**config.mk**
```make
export PLATFORM = sky130hd
export DESIGN_NAME = ptw_walker
export DESIGN_NICKNAME = d
export VERILOG_FILES = /design/src/rtl/ptw_pkg.sv /design/src/rtl/ptw_fetch_addr.sv /design/src/rtl/ptw_entry_classify.sv /design/src/rtl/ptw_leaf_map.sv /design/src/rtl/ptw_walker.sv
export SDC_FILE = /design/constraint.sdc
export NUM_CORES = 1
export LEC_CHECK = 0
export BUFFER_PORTS_ARGS = -buffer_cell sky130_fd_sc_hd__buf_2
export CORE_MARGIN = 3
export CORE_UTILIZATION = 56
export CTS_CLUSTER_SIZE = 8
export DETAILED_ROUTE_END_ITERATION = 6
export HOLD_SLACK_MARGIN = 0.12
export PLACE_DENSITY = 0.81
export RECOVER_POWER = 50
export SYNTH_ARGS = -nofsm -noshare
export SYNTH_HDL_FRONTEND = slang
export SYNTH_HIERARCHICAL = 1
export SYNTH_SLANG_ARGS = --single-unit
```
**constraint.sdc**
```tcl
create_clock -name clk -period 5.59 [get_ports clk]
set_input_delay 0.559 -clock clk [delete_from_list [all_inputs] [get_ports clk]]
set_output_delay 0.559 -clock clk [all_outputs]
set_load 0.005 [all_outputs]
```
**src/rtl/ptw_pkg.sv**
```systemverilog
package ptw_pkg;

   typedef enum logic [2:0] {
      ST_IDLE,
      ST_FETCH_CTX,
      ST_FETCH_L1,
      ST_FETCH_L2,
      ST_FETCH_L3,
      ST_WRITEBACK,
      ST_DONE
   } ptw_state_e;

   typedef enum logic [1:0] {
      ET_INVALID = 2'd0,
      ET_TABLE   = 2'd1,
      ET_LEAF    = 2'd2,
      ET_RSVD    = 2'd3
   } ptw_etype_e;

   localparam logic [1:0] ACC_LOAD  = 2'd0;
   localparam logic [1:0] ACC_STORE = 2'd1;
   localparam logic [1:0] ACC_FETCH = 2'd2;

   localparam logic [5:0] ERR_NONE    = 6'd0;
   localparam logic [5:0] ERR_INVALID = 6'd1;
   localparam logic [5:0] ERR_BADKIND = 6'd4;

   localparam int REF_BIT = 5;
   localparam int MOD_BIT = 6;

   localparam logic [2:0] PROT_NONE = 3'b000;
   localparam logic [2:0] PROT_RX   = 3'b101;
   localparam logic [2:0] PROT_RWX  = 3'b111;

   localparam logic [1:0] SZ_4K = 2'd0;

   function automatic logic [1:0] state_level(ptw_state_e s);
      case (s)
         ST_FETCH_L1: return 2'd1;
         ST_FETCH_L2: return 2'd2;
         ST_FETCH_L3: return 2'd3;
         default:     return 2'd0;
      endcase
   endfunction

   function automatic ptw_state_e state_descend(ptw_state_e s);
      case (s)
         ST_FETCH_CTX: return ST_FETCH_L1;
         ST_FETCH_L1:  return ST_FETCH_L2;
         default:      return ST_FETCH_L3;
      endcase
   endfunction

endpackage

```
**src/rtl/ptw_fetch_addr.sv**
```systemverilog
module ptw_fetch_addr
   import ptw_pkg::*;
#(
   parameter int VA_W      = 32,
   parameter int PAGE_BITS = 12,
   parameter int L1_BITS   = 8,
   parameter int L2_BITS   = 6,
   parameter int L3_BITS   = 6,
   parameter int CTX_W     = 8,
   parameter int PA_W      = 36,
   localparam int HI_W     = VA_W - PAGE_BITS
) (
   input  logic [1:0]      lvl,
   input  logic [HI_W-1:0] va_hi,
   input  logic [PA_W-5:0] ctx_ptr,
   input  logic [CTX_W-1:0] ctx_num,
   input  logic [PA_W-1:0] tbl_base,
   output logic [PA_W-1:0] addr
);

   logic [PA_W-1:0] idx_off [4];
   logic [PA_W-1:0] root_addr;

   assign idx_off[0] = '0;

   for (genvar g = 1; g <= 3; g++) begin : g_idx
      localparam int LO = (g == 1) ? (L2_BITS + L3_BITS) : ((g == 2) ? L3_BITS : 0);
      localparam int W  = (g == 1) ? L1_BITS : ((g == 2) ? L2_BITS : L3_BITS);
      assign idx_off[g] = PA_W'({va_hi[LO +: W], 2'b00});
   end

   assign root_addr = {ctx_ptr, 4'b0000} + PA_W'({ctx_num, 2'b00});
   assign addr      = (lvl == 2'd0) ? root_addr : (tbl_base + idx_off[lvl]);

endmodule

```
**src/rtl/ptw_entry_classify.sv**
```systemverilog
module ptw_entry_classify
   import ptw_pkg::*;
(
   input  logic [1:0] lvl,
   input  logic [1:0] etype,
   output logic       go_next,
   output logic       is_leaf,
   output logic       is_fault,
   output logic [9:0] code
);

   logic [5:0] err;

   always_comb begin
      go_next = 1'b0;
      is_leaf = 1'b0;
      err     = ERR_NONE;
      case (ptw_etype_e'(etype))
         ET_INVALID: err = ERR_INVALID;
         ET_TABLE: begin
            if (lvl == 2'd3) err = ERR_BADKIND;
            else             go_next = 1'b1;
         end
         ET_LEAF: begin
            if (lvl == 2'd0) err = ERR_BADKIND;
            else             is_leaf = 1'b1;
         end
         default: err = ERR_BADKIND;
      endcase
   end

   assign is_fault = (err != ERR_NONE);
   assign code     = {lvl, err, 2'b00};

endmodule

```
**src/rtl/ptw_leaf_map.sv**
```systemverilog
module ptw_leaf_map
   import ptw_pkg::*;
#(
   parameter int PAGE_BITS = 12,
   parameter int L2_BITS   = 6,
   parameter int L3_BITS   = 6,
   parameter int ENTRY_W   = 32,
   parameter int PA_W      = 36,
   localparam int OFF_W    = L2_BITS + L3_BITS + PAGE_BITS
) (
   input  logic [1:0]         lvl,
   input  logic [OFF_W-1:0]   va_off,
   input  logic [ENTRY_W-1:0] entry,
   input  logic               is_store,
   output logic [PA_W-1:0]    paddr,
   output logic [1:0]         size,
   output logic [ENTRY_W-1:0] new_entry,
   output logic               need_wb
);

   logic [OFF_W-1:0] off_sel [4];

   assign off_sel[0] = '0;

   for (genvar g = 1; g <= 3; g++) begin : g_off
      localparam int KEEP = PAGE_BITS + ((g <= 2) ? L3_BITS : 0) + ((g == 1) ? L2_BITS : 0);
      if (KEEP == OFF_W) begin : g_full
         assign off_sel[g] = va_off;
      end else begin : g_part
         assign off_sel[g] = {{(OFF_W - KEEP){1'b0}}, va_off[KEEP-1:0]};
      end
   end

   assign paddr = {entry[ENTRY_W-1:8], {PAGE_BITS{1'b0}}} + PA_W'(off_sel[lvl]);
   assign size  = 2'd3 - lvl;

   assign need_wb = !entry[REF_BIT] || (is_store && !entry[MOD_BIT]);

   always_comb begin
      new_entry          = entry;
      new_entry[REF_BIT] = 1'b1;
      if (is_store) new_entry[MOD_BIT] = 1'b1;
   end

endmodule

```
**src/rtl/ptw_walker.sv**
```systemverilog
module ptw_walker
   import ptw_pkg::*;
#(
   parameter int VA_W      = 32,
   parameter int PAGE_BITS = 12,
   parameter int L1_BITS   = 8,
   parameter int L2_BITS   = 6,
   parameter int L3_BITS   = 6,
   parameter int CTX_W     = 8,
   parameter int ENTRY_W   = 32,
   parameter int PROM_BITS = 19,
   localparam int PA_W     = ENTRY_W - 8 + PAGE_BITS,
   parameter logic [PA_W-1:0] PROM_BASE = 36'hF_F000_0000
) (
   input  logic               clk,
   input  logic               rst_n,
   input  logic               req_valid,
   input  logic [VA_W-1:0]    req_vaddr,
   input  logic [1:0]         req_kind,
   input  logic               req_user,
   output logic               busy,
   input  logic               cfg_enable,
   input  logic               cfg_boot,
   input  logic [PA_W-5:0]    cfg_ctx_ptr,
   input  logic [CTX_W-1:0]   cfg_ctx_num,
   output logic               mem_rd_req,
   output logic               mem_wr_req,
   output logic [PA_W-1:0]    mem_addr,
   output logic [ENTRY_W-1:0] mem_wdata,
   input  logic [ENTRY_W-1:0] mem_rdata,
   input  logic               mem_rvalid,
   output logic               done,
   output logic [PA_W-1:0]    rsp_paddr,
   output logic [1:0]         rsp_size,
   output logic [ENTRY_W-1:0] rsp_pte,
   output logic [9:0]         rsp_fault,
   output logic [2:0]         rsp_prot,
   output logic               rsp_user
);

   localparam int HI_W  = VA_W - PAGE_BITS;
   localparam int OFF_W = L2_BITS + L3_BITS + PAGE_BITS;

   if (L1_BITS + L2_BITS + L3_BITS + PAGE_BITS != VA_W) begin : g_bad_split
      $error("index fields and page offset must cover the virtual address");
   end
   if (PA_W < VA_W || PROM_BITS > VA_W) begin : g_bad_width
      $error("physical width too small for pass-through");
   end
   if (ENTRY_W + 4 != PA_W) begin : g_bad_entry
      $error("table pointer field does not fill the physical address");
   end

   ptw_state_e         state;
   logic               rd_pend;
   logic [VA_W-1:0]    va_q;
   logic [1:0]         kind_q;
   logic [PA_W-1:0]    cur_base;
   logic [PA_W-1:0]    last_addr;
   logic [ENTRY_W-1:0] wb_q;

   logic [1:0]         lvl;
   logic               fetching;
   logic [PA_W-1:0]    fetch_addr;
   logic               c_next, c_leaf, c_fault;
   logic [9:0]         c_code;
   logic [PA_W-1:0]    l_paddr;
   logic [1:0]         l_size;
   logic [ENTRY_W-1:0] l_entry;
   logic               l_wb;
   logic [PA_W-1:0]    next_base;

   assign lvl      = state_level(state);
   assign fetching = (state == ST_FETCH_CTX) || (state == ST_FETCH_L1) ||
                     (state == ST_FETCH_L2)  || (state == ST_FETCH_L3);

   ptw_fetch_addr #(
      .VA_W(VA_W), .PAGE_BITS(PAGE_BITS), .L1_BITS(L1_BITS), .L2_BITS(L2_BITS),
      .L3_BITS(L3_BITS), .CTX_W(CTX_W), .PA_W(PA_W)
   ) u_addr (
      .lvl      (lvl),
      .va_hi    (va_q[VA_W-1:PAGE_BITS]),
      .ctx_ptr  (cfg_ctx_ptr),
      .ctx_num  (cfg_ctx_num),
      .tbl_base (cur_base),
      .addr     (fetch_addr)
   );

   ptw_entry_classify u_cls (
      .lvl      (lvl),
      .etype    (mem_rdata[1:0]),
      .go_next  (c_next),
      .is_leaf  (c_leaf),
      .is_fault (c_fault),
      .code     (c_code)
   );

   ptw_leaf_map #(
      .PAGE_BITS(PAGE_BITS), .L2_BITS(L2_BITS), .L3_BITS(L3_BITS),
      .ENTRY_W(ENTRY_W), .PA_W(PA_W)
   ) u_leaf (
      .lvl       (lvl),
      .va_off    (va_q[OFF_W-1:0]),
      .entry     (mem_rdata),
      .is_store  (kind_q == ACC_STORE),
      .paddr     (l_paddr),
      .size      (l_size),
      .new_entry (l_entry),
      .need_wb   (l_wb)
   );

   assign next_base  = {mem_rdata[ENTRY_W-1:2], 6'b000000};
   assign mem_rd_req = fetching && !rd_pend;
   assign mem_wr_req = (state == ST_WRITEBACK);
   assign mem_addr   = (state == ST_WRITEBACK) ? last_addr : fetch_addr;
   assign mem_wdata  = wb_q;
   assign busy       = (state != ST_IDLE);
   assign done       = (state == ST_DONE);

   always_ff @(posedge clk or negedge rst_n) begin
      if (!rst_n) begin
         state     <= ST_IDLE;
         rd_pend   <= 1'b0;
         va_q      <= '0;
         kind_q    <= ACC_LOAD;
         cur_base  <= '0;
         last_addr <= '0;
         wb_q      <= '0;
         rsp_paddr <= '0;
         rsp_size  <= SZ_4K;
         rsp_pte   <= '0;
         rsp_fault <= '0;
         rsp_prot  <= PROT_NONE;
         rsp_user  <= 1'b0;
      end else begin
         case (state)
            ST_IDLE: begin
               if (req_valid) begin
                  va_q      <= req_vaddr;
                  kind_q    <= req_kind;
                  rsp_user  <= req_user;
                  rsp_pte   <= '0;
                  rsp_fault <= '0;
                  rsp_size  <= SZ_4K;
                  rd_pend   <= 1'b0;
                  if (!cfg_enable) begin
                     state <= ST_DONE;
                     if (cfg_boot && req_kind == ACC_FETCH) begin
                        rsp_paddr <= PROM_BASE | PA_W'(req_vaddr[PROM_BITS-1:0]);
                        rsp_prot  <= PROT_RX;
                     end else begin
                        rsp_paddr <= PA_W'(req_vaddr);
                        rsp_prot  <= PROT_RWX;
                     end
                  end else begin
                     state     <= ST_FETCH_CTX;
                     rsp_paddr <= '0;
                     rsp_prot  <= PROT_NONE;
                  end
               end
            end
            ST_FETCH_CTX, ST_FETCH_L1, ST_FETCH_L2, ST_FETCH_L3: begin
               if (mem_rd_req) begin
                  rd_pend   <= 1'b1;
                  last_addr <= fetch_addr;
               end else if (mem_rvalid) begin
                  rd_pend <= 1'b0;
                  if (c_next) begin
                     cur_base <= next_base;
                     state    <= state_descend(state);
                  end else if (c_leaf) begin
                     rsp_paddr <= l_paddr;
                     rsp_size  <= l_size;
                     rsp_pte   <= l_entry;
                     wb_q      <= l_entry;
                     state     <= l_wb ? ST_WRITEBACK : ST_DONE;
                  end else if (c_fault) begin
                     rsp_fault <= c_code;
                     rsp_pte   <= mem_rdata;
                     state     <= ST_DONE;
                  end
               end
            end
            ST_WRITEBACK: state <= ST_DONE;
            ST_DONE:      state <= ST_IDLE;
            default:      state <= ST_IDLE;
         endcase
      end
   end

endmodule

```
Yosys cells after proc, flatten, opt, wreduce, memory -nomap -nowiden
Cells that the tools add are included.
{"block": "word_totals", "input_bits": 113, "reg_bits": 220, "output_inout_bits": 156, "word_cells": 129}
{"block": "op_classes", "order_cmp": 1, "n_reduce_logical": 26, "addsub": 4, "n_eq_ne": 21, "bitwise": 3, "muxes": 61}
{"operator": "$mux 36", "count": 11}
{"operator": "$mux 32", "count": 6}
{"operator": "$bmux 36 s2", "count": 1}
{"operator": "$pmux 36 s2", "count": 1}
{"operator": "$pmux 32 s2", "count": 1}
{"operator": "$mux 10", "count": 6}
{"operator": "$bmux 24 s2", "count": 1}
{"operator": "$mux 24", "count": 2}
{"operator": "$add 36x10->36", "count": 1}
{"operator": "$add 36x24->36", "count": 1}
{"operator": "$add 36x36->36", "count": 1}
{"operator": "$mux 3", "count": 10}
{"operator": "$pmux 10 s2", "count": 1}
{"operator": "$pmux 6 s3", "count": 1}
{"operator": "$mux 2", "count": 7}
{"operator": "$ne 2x2->1 const B", "count": 7}
{"operator": "$reduce_and 6->1", "count": 2}
{"operator": "$eq 3x3->1 const B", "count": 3}
{"operator": "$pmux 3 s3", "count": 1}
{"operator": "$mux 1", "count": 8}
{"operator": "$reduce_and 4->1", "count": 2}
{"operator": "$reduce_and 7->1", "count": 1}
{"operator": "$eq 2x2->1 const B", "count": 3}
{"operator": "$eq 3x2->1 const B", "count": 2}
{"operator": "24 further kinds", "count": 36}

Depth between registers and ports, before layout
{"block": "logic_depth", "word_depth": 12, "mapped_depth": 18, "ltp_nobuf": 14}

Hierarchy
The synthesis kept the hierarchy.
{"module": "ptw_walker", "cells_each": 817, "n_inst": 1, "area_per_inst_um2": 9999.6}
{"module": "ptw_fetch_addr", "cells_each": 290, "n_inst": 1, "area_per_inst_um2": 2143.3}
{"module": "ptw_leaf_map", "cells_each": 173, "n_inst": 1, "area_per_inst_um2": 1258.7}
{"module": "ptw_entry_classify", "cells_each": 18, "n_inst": 1, "area_per_inst_um2": 122.6}

Worst setup path before layout
Ideal clock, no wire load.
{"block": "synth_timing", "path_type": "register to output", "start": "register state[0]", "end": "output mem_addr[18]", "setup_slack_ns": 1.221, "required_ns": 5.031, "path_stages_with_launch": 18, "arrival_time_ns": 3.810, "path_cell_list": "dfrtp_1 > buf_4 > buf_2 > or3b_2 > o21ai_0 > clkbuf_1 > nor2b_1 > clkbuf_1 > a22o_1 > ha_1 > a21oi_1 > o21ai_1 > o2111a_1 > buf_2 > nand4_1 > xor2_1 > mux2i_1 > mux2_2"}
{"block": "synth_between", "elab_chain_cells": 9, "elab_cells_between_ends": 13, "classes_between": "add/sub: 1; eq/ne: 4; mux: 6; bitwise: 1; reduce/logical: 1"}
{"element": "from (decl)", "line": "ptw_walker.sv:54", "rtl": "ptw_state_e state;"}
{"element": "from (signal assigned)", "line": "ptw_walker.sv:170", "rtl": "state <= state_descend(state);"}
{"element": "from (signal assigned)", "line": "ptw_walker.sv:176", "rtl": "state <= l_wb ? ST_WRITEBACK : ST_DONE;"}
{"element": "$eq 3x3->1 or $eq 3x2->1 (tied branches)", "line": "ptw_pkg.sv:38", "rtl": "case (s)"}
{"element": "$pmux 2 s3 (*)", "line": "ptw_pkg.sv:38"}
{"element": "via lvl[1]", "line": "ptw_walker.sv:62", "rtl": "logic [1:0] lvl;"}
{"element": "$not 2->3 (not written as such)", "line": "ptw_fetch_addr.sv:33", "rtl": "assign addr = (lvl == 2'd0) ? root_addr : (tbl_base + idx_off[lvl]);"}
{"element": "$bmux 36 s2", "line": "ptw_fetch_addr.sv:33"}
{"element": "$mux 36 (not written as such) (2 in a row)", "line": "ptw_fetch_addr.sv:33"}
{"element": "$add 36x36->36", "line": "ptw_fetch_addr.sv:33"}
{"element": "$mux 36 (*)", "line": "ptw_fetch_addr.sv:33"}
{"element": "via fetch_addr[18]", "line": "ptw_walker.sv:64", "rtl": "logic [PA_W-1:0] fetch_addr;"}
{"element": "$mux 36 (*)", "line": "ptw_walker.sv:115", "rtl": "assign mem_addr = (state == ST_WRITEBACK) ? last_addr : fetch_addr;"}
{"element": "to (decl)", "line": "ptw_walker.sv:28", "rtl": "output logic [PA_W-1:0] mem_addr,"}
The timed path passes the listed nets; every way through them passes the cells marked *. The select of a mux whose other input is x is not followed.

Worst setup path after layout
{"block": "layout_timing", "start": "register state[0]", "end": "output mem_addr[34]"}
The elaborated chain is that of the path after synthesis.

==> flow_summary.yaml <==
global_routing:
  grt_pass1_wl_mm: 57.0
  antenna_found_initial: 3
  grt_pass1_vias: 10500
  overflow: 0
  grt_max_degree: 114
  grt_util_all_layers: 0.269
timing:
  min_period_over_period: 0.934
  period_needed_ps: 5220
  clock.fmax_mhz: 192
  fin_skew_ps: 17.1
  slew_headroom: -0.970
  drv_slew: 114
  hold_viol: 0
  setup_viol: 0
  rsz0062_at_grt: "false"
  worst-slew-pin-transition_ps: 2950
  fin_setup_tns_ps: 0
placed_design:
  dp_hpwl_mm: 25.7
  portBuffers: 268
  gp_congestion: 0.906
routing:
  ant_nets: 0
  dr_total_vias: 10600
  drcViolationCount: 0
  drt_iter0_drc: 797
  viasPerCell: 5.76
  wl_per_cell_um: 19.6
  detail_route.first_pass.iterations: 6
  drt-total-wl_mm: 35.9
critical_path:
  crit_path_start_kind: "flip-flop"
  cp-end-kind: "primary output"
  crit_arrival_ps: 4660
  startpoint: "state[0]"
  critPathMaxStageDelay_ps: 590
  crit_buf_inv: 2
  path_delay_family: "compound AO/OA/AOI/OAI gates"
  critPathMaxFanout: 16
  worstReg2RegStart: "state[0]"
  critPathRequiredTime_ps: 5030
  slowest_stage: "dfrtp_1"
  path_cells: "or3b_2, o21ai_1, buf_4, nor2b_1, a22o_1, ha_1, a21oi_1, o21ai_1, o2111a_1, nand4_1, xnor2_1, mux2_2, mux2_2, buf_2"
  crit_type: "reg -> out"
pwr:
  leakage_nw: 7.29
  irDropWorstVdd_v: 0.000300
  power_density_nw_per_um2: 604
  power_w: 0.00937
clock_tree:
  clk_latency_ps: 550
  clockBufferDepth: 3
  h-tree-depth: 1
  cts_sinks: 219
  clk_pin_slew_ps: 50
  ctsRootBufferMaster: "clkbuf_16"
  cts_buffers: 31
  postCtsSetupBuffers: 0
  cts_tree: "done"
  hold_buffers: 0
  ctsResizeCount: 0
floorplanning:
  pin_count: 269
  start_util: 0.573
  rows: 56
  design.core.area_sq_um: 23600
  die_h_um: 161
  die-area_sq_um: 26100
  die_w_um: 161
synthesis:
  yosysUniqueCellTypes: 84
  ys_async_sr_fraction: 1.00
  yosysSeqAreaShare: 0.405
  avgSynthCellArea_sq_um: 10.4
  synthesis.area_sq_um: 13500
  netlist_instances: 1298
  synth_edf_count: 0
  yosys_most_used_dff: "dfrtp_1"
  ys_warn_count: 6
  ys_ff_latch: 219
cells_and_area:
  syn2layout_area_growth_pct: 14.6
  layout-drive-gt1-share: 0.326
  layout_commonest_cell: "buf_2"
  mostFrequentLayoutCells: "buf_2, dfrtp_1, mux2_2"
  final_net_count: 1655
  fin_util: 0.657
worst_hold_path:
  hold_path_class: "in -> reg"
  min_from: "req_user"
run:
  drv_cap: 1
run_status:
  failed_checks: "max-capacitance violations, max-slew violations"
  status: "finished with violations"
-- cell type report --
class,count,area [sq um]
diodes,1,2.50
clock buffers,31,776
clock inverters,2,16.3
fillers,1877,8110
inverters,36,135
multi-input cells,941,7290
flip-flops and latches,219,5480
well taps,319,399
repair buffers,283,1400
-- final timing paths --
check | end | slack [ps] | depth (start not counted)
hold reg to reg | va_q[4] | 460 | 2
hold / removal | rsp_user | 210 | 3
setup / recovery | mem_addr[34] | 370 | 14
setup reg to reg | rsp_paddr[26] | 1220 | 15
min in group asynchronous | mem_wdata[23] | 970 | 1
max in group asynchronous | state[2] | 1880 | 2
-- where the power goes --
| part | leakage, nW | internal, W | switching [W] |
|---|---|---|---|
| combinational | 4.16 | 0.00231 | 0.00260 |
| clock | 0.387 | 0.000963 | 0.000651 |
| sequential | 2.75 | 0.00232 | 0.000531 |
-- kinds of logic after synthesis --
| kind of cell | Yosys count | synth area share |
|---|---|---|
| AOI/OAI and AO/OA | 220 | 0.123 |
| xor gates and xnor gates | 83 | 0.0538 |
| adders and majority gates | 30 | 0.0294 |
| buffers and inverters | 149 | 0.0606 |
| DFF | 219 | 0.405 |
| muxes | 234 | 0.189 |
| other | 3 | 0.000833 |
| and+or+nand+nor | 360 | 0.138 |
-- registers in the layout (all words and copies together) (netlist names) --
name	cells
state	3
rsp_user	1
last_addr	36
mem_wdata	32
rsp_pte	32
rsp_size	2
rd_pend	1
rsp_fault	10
rsp_prot	2
va_q	32
cur_base	30
rsp_paddr	36
kind_q	2
-- worst reg2reg max path, delay by kind of cell (launching register included) --
family,cells,cell delay [ps]
DFF,1,590
and+or+nand+nor,3,930
AOI/OAI and AO/OA,6,1200
xor gates and xnor gates,2,340
buffers and inverters,1,230
muxes,1,330
adders and majority gates,2,630
-- stage by stage --
stage          setup WS [ps]  area, sq um  hold slack (ps)  std cells
3_3_place_gp             840        14800              449       1798
2_1_floorplan           1220        13600              263       1309
5_1_grt                 50.6        15500              221       1832
4_1_cts                  143        15600              133       1831
6_report                 369        15500              213       1832
3_5_place_dp             712        14800              455       1798
-- cell usage after synthesis, types with 6 or more instances --
cell type | n | area share
mux2i_1 | 59 | 0.044
buf_6 | 6 | 0.0050
buf_2 | 24 | 0.0089
buf_4 | 49 | 0.027
nand2b_1 | 23 | 0.011
o21ai_0 | 54 | 0.020
dfrtp_1 | 219 | 0.41
a21oi_1 | 36 | 0.013
and2_1 | 14 | 0.0065
nor2b_1 | 17 | 0.0079
nand2_1 | 139 | 0.039
a22o_1 | 6 | 0.0039
mux2_2 | 160 | 0.13
nand4_1 | 17 | 0.0079
nor3_1 | 11 | 0.0041
o2bb2ai_1 | 43 | 0.028
inv_1 | 35 | 0.0097
mux2_1 | 15 | 0.012
nand3_1 | 66 | 0.024
o211ai_1 | 6 | 0.0033
xor2_1 | 53 | 0.034
clkbuf_1 | 31 | 0.0086
nor2_1 | 27 | 0.0075
and3_1 | 17 | 0.0079
xnor2_1 | 30 | 0.019
a21o_1 | 7 | 0.0039
o21bai_1 | 7 | 0.0039
ha_1 | 27 | 0.025
o41ai_2 | 9 | 0.011
-- routing by layer --
metal  global-route usage  share of wire
met1                0.384           0.45
met4               0.0602          0.017
met3               0.0477          0.072
met5                    0        0.00075
met2                0.432           0.46
(Power assumes the default switching activity.)
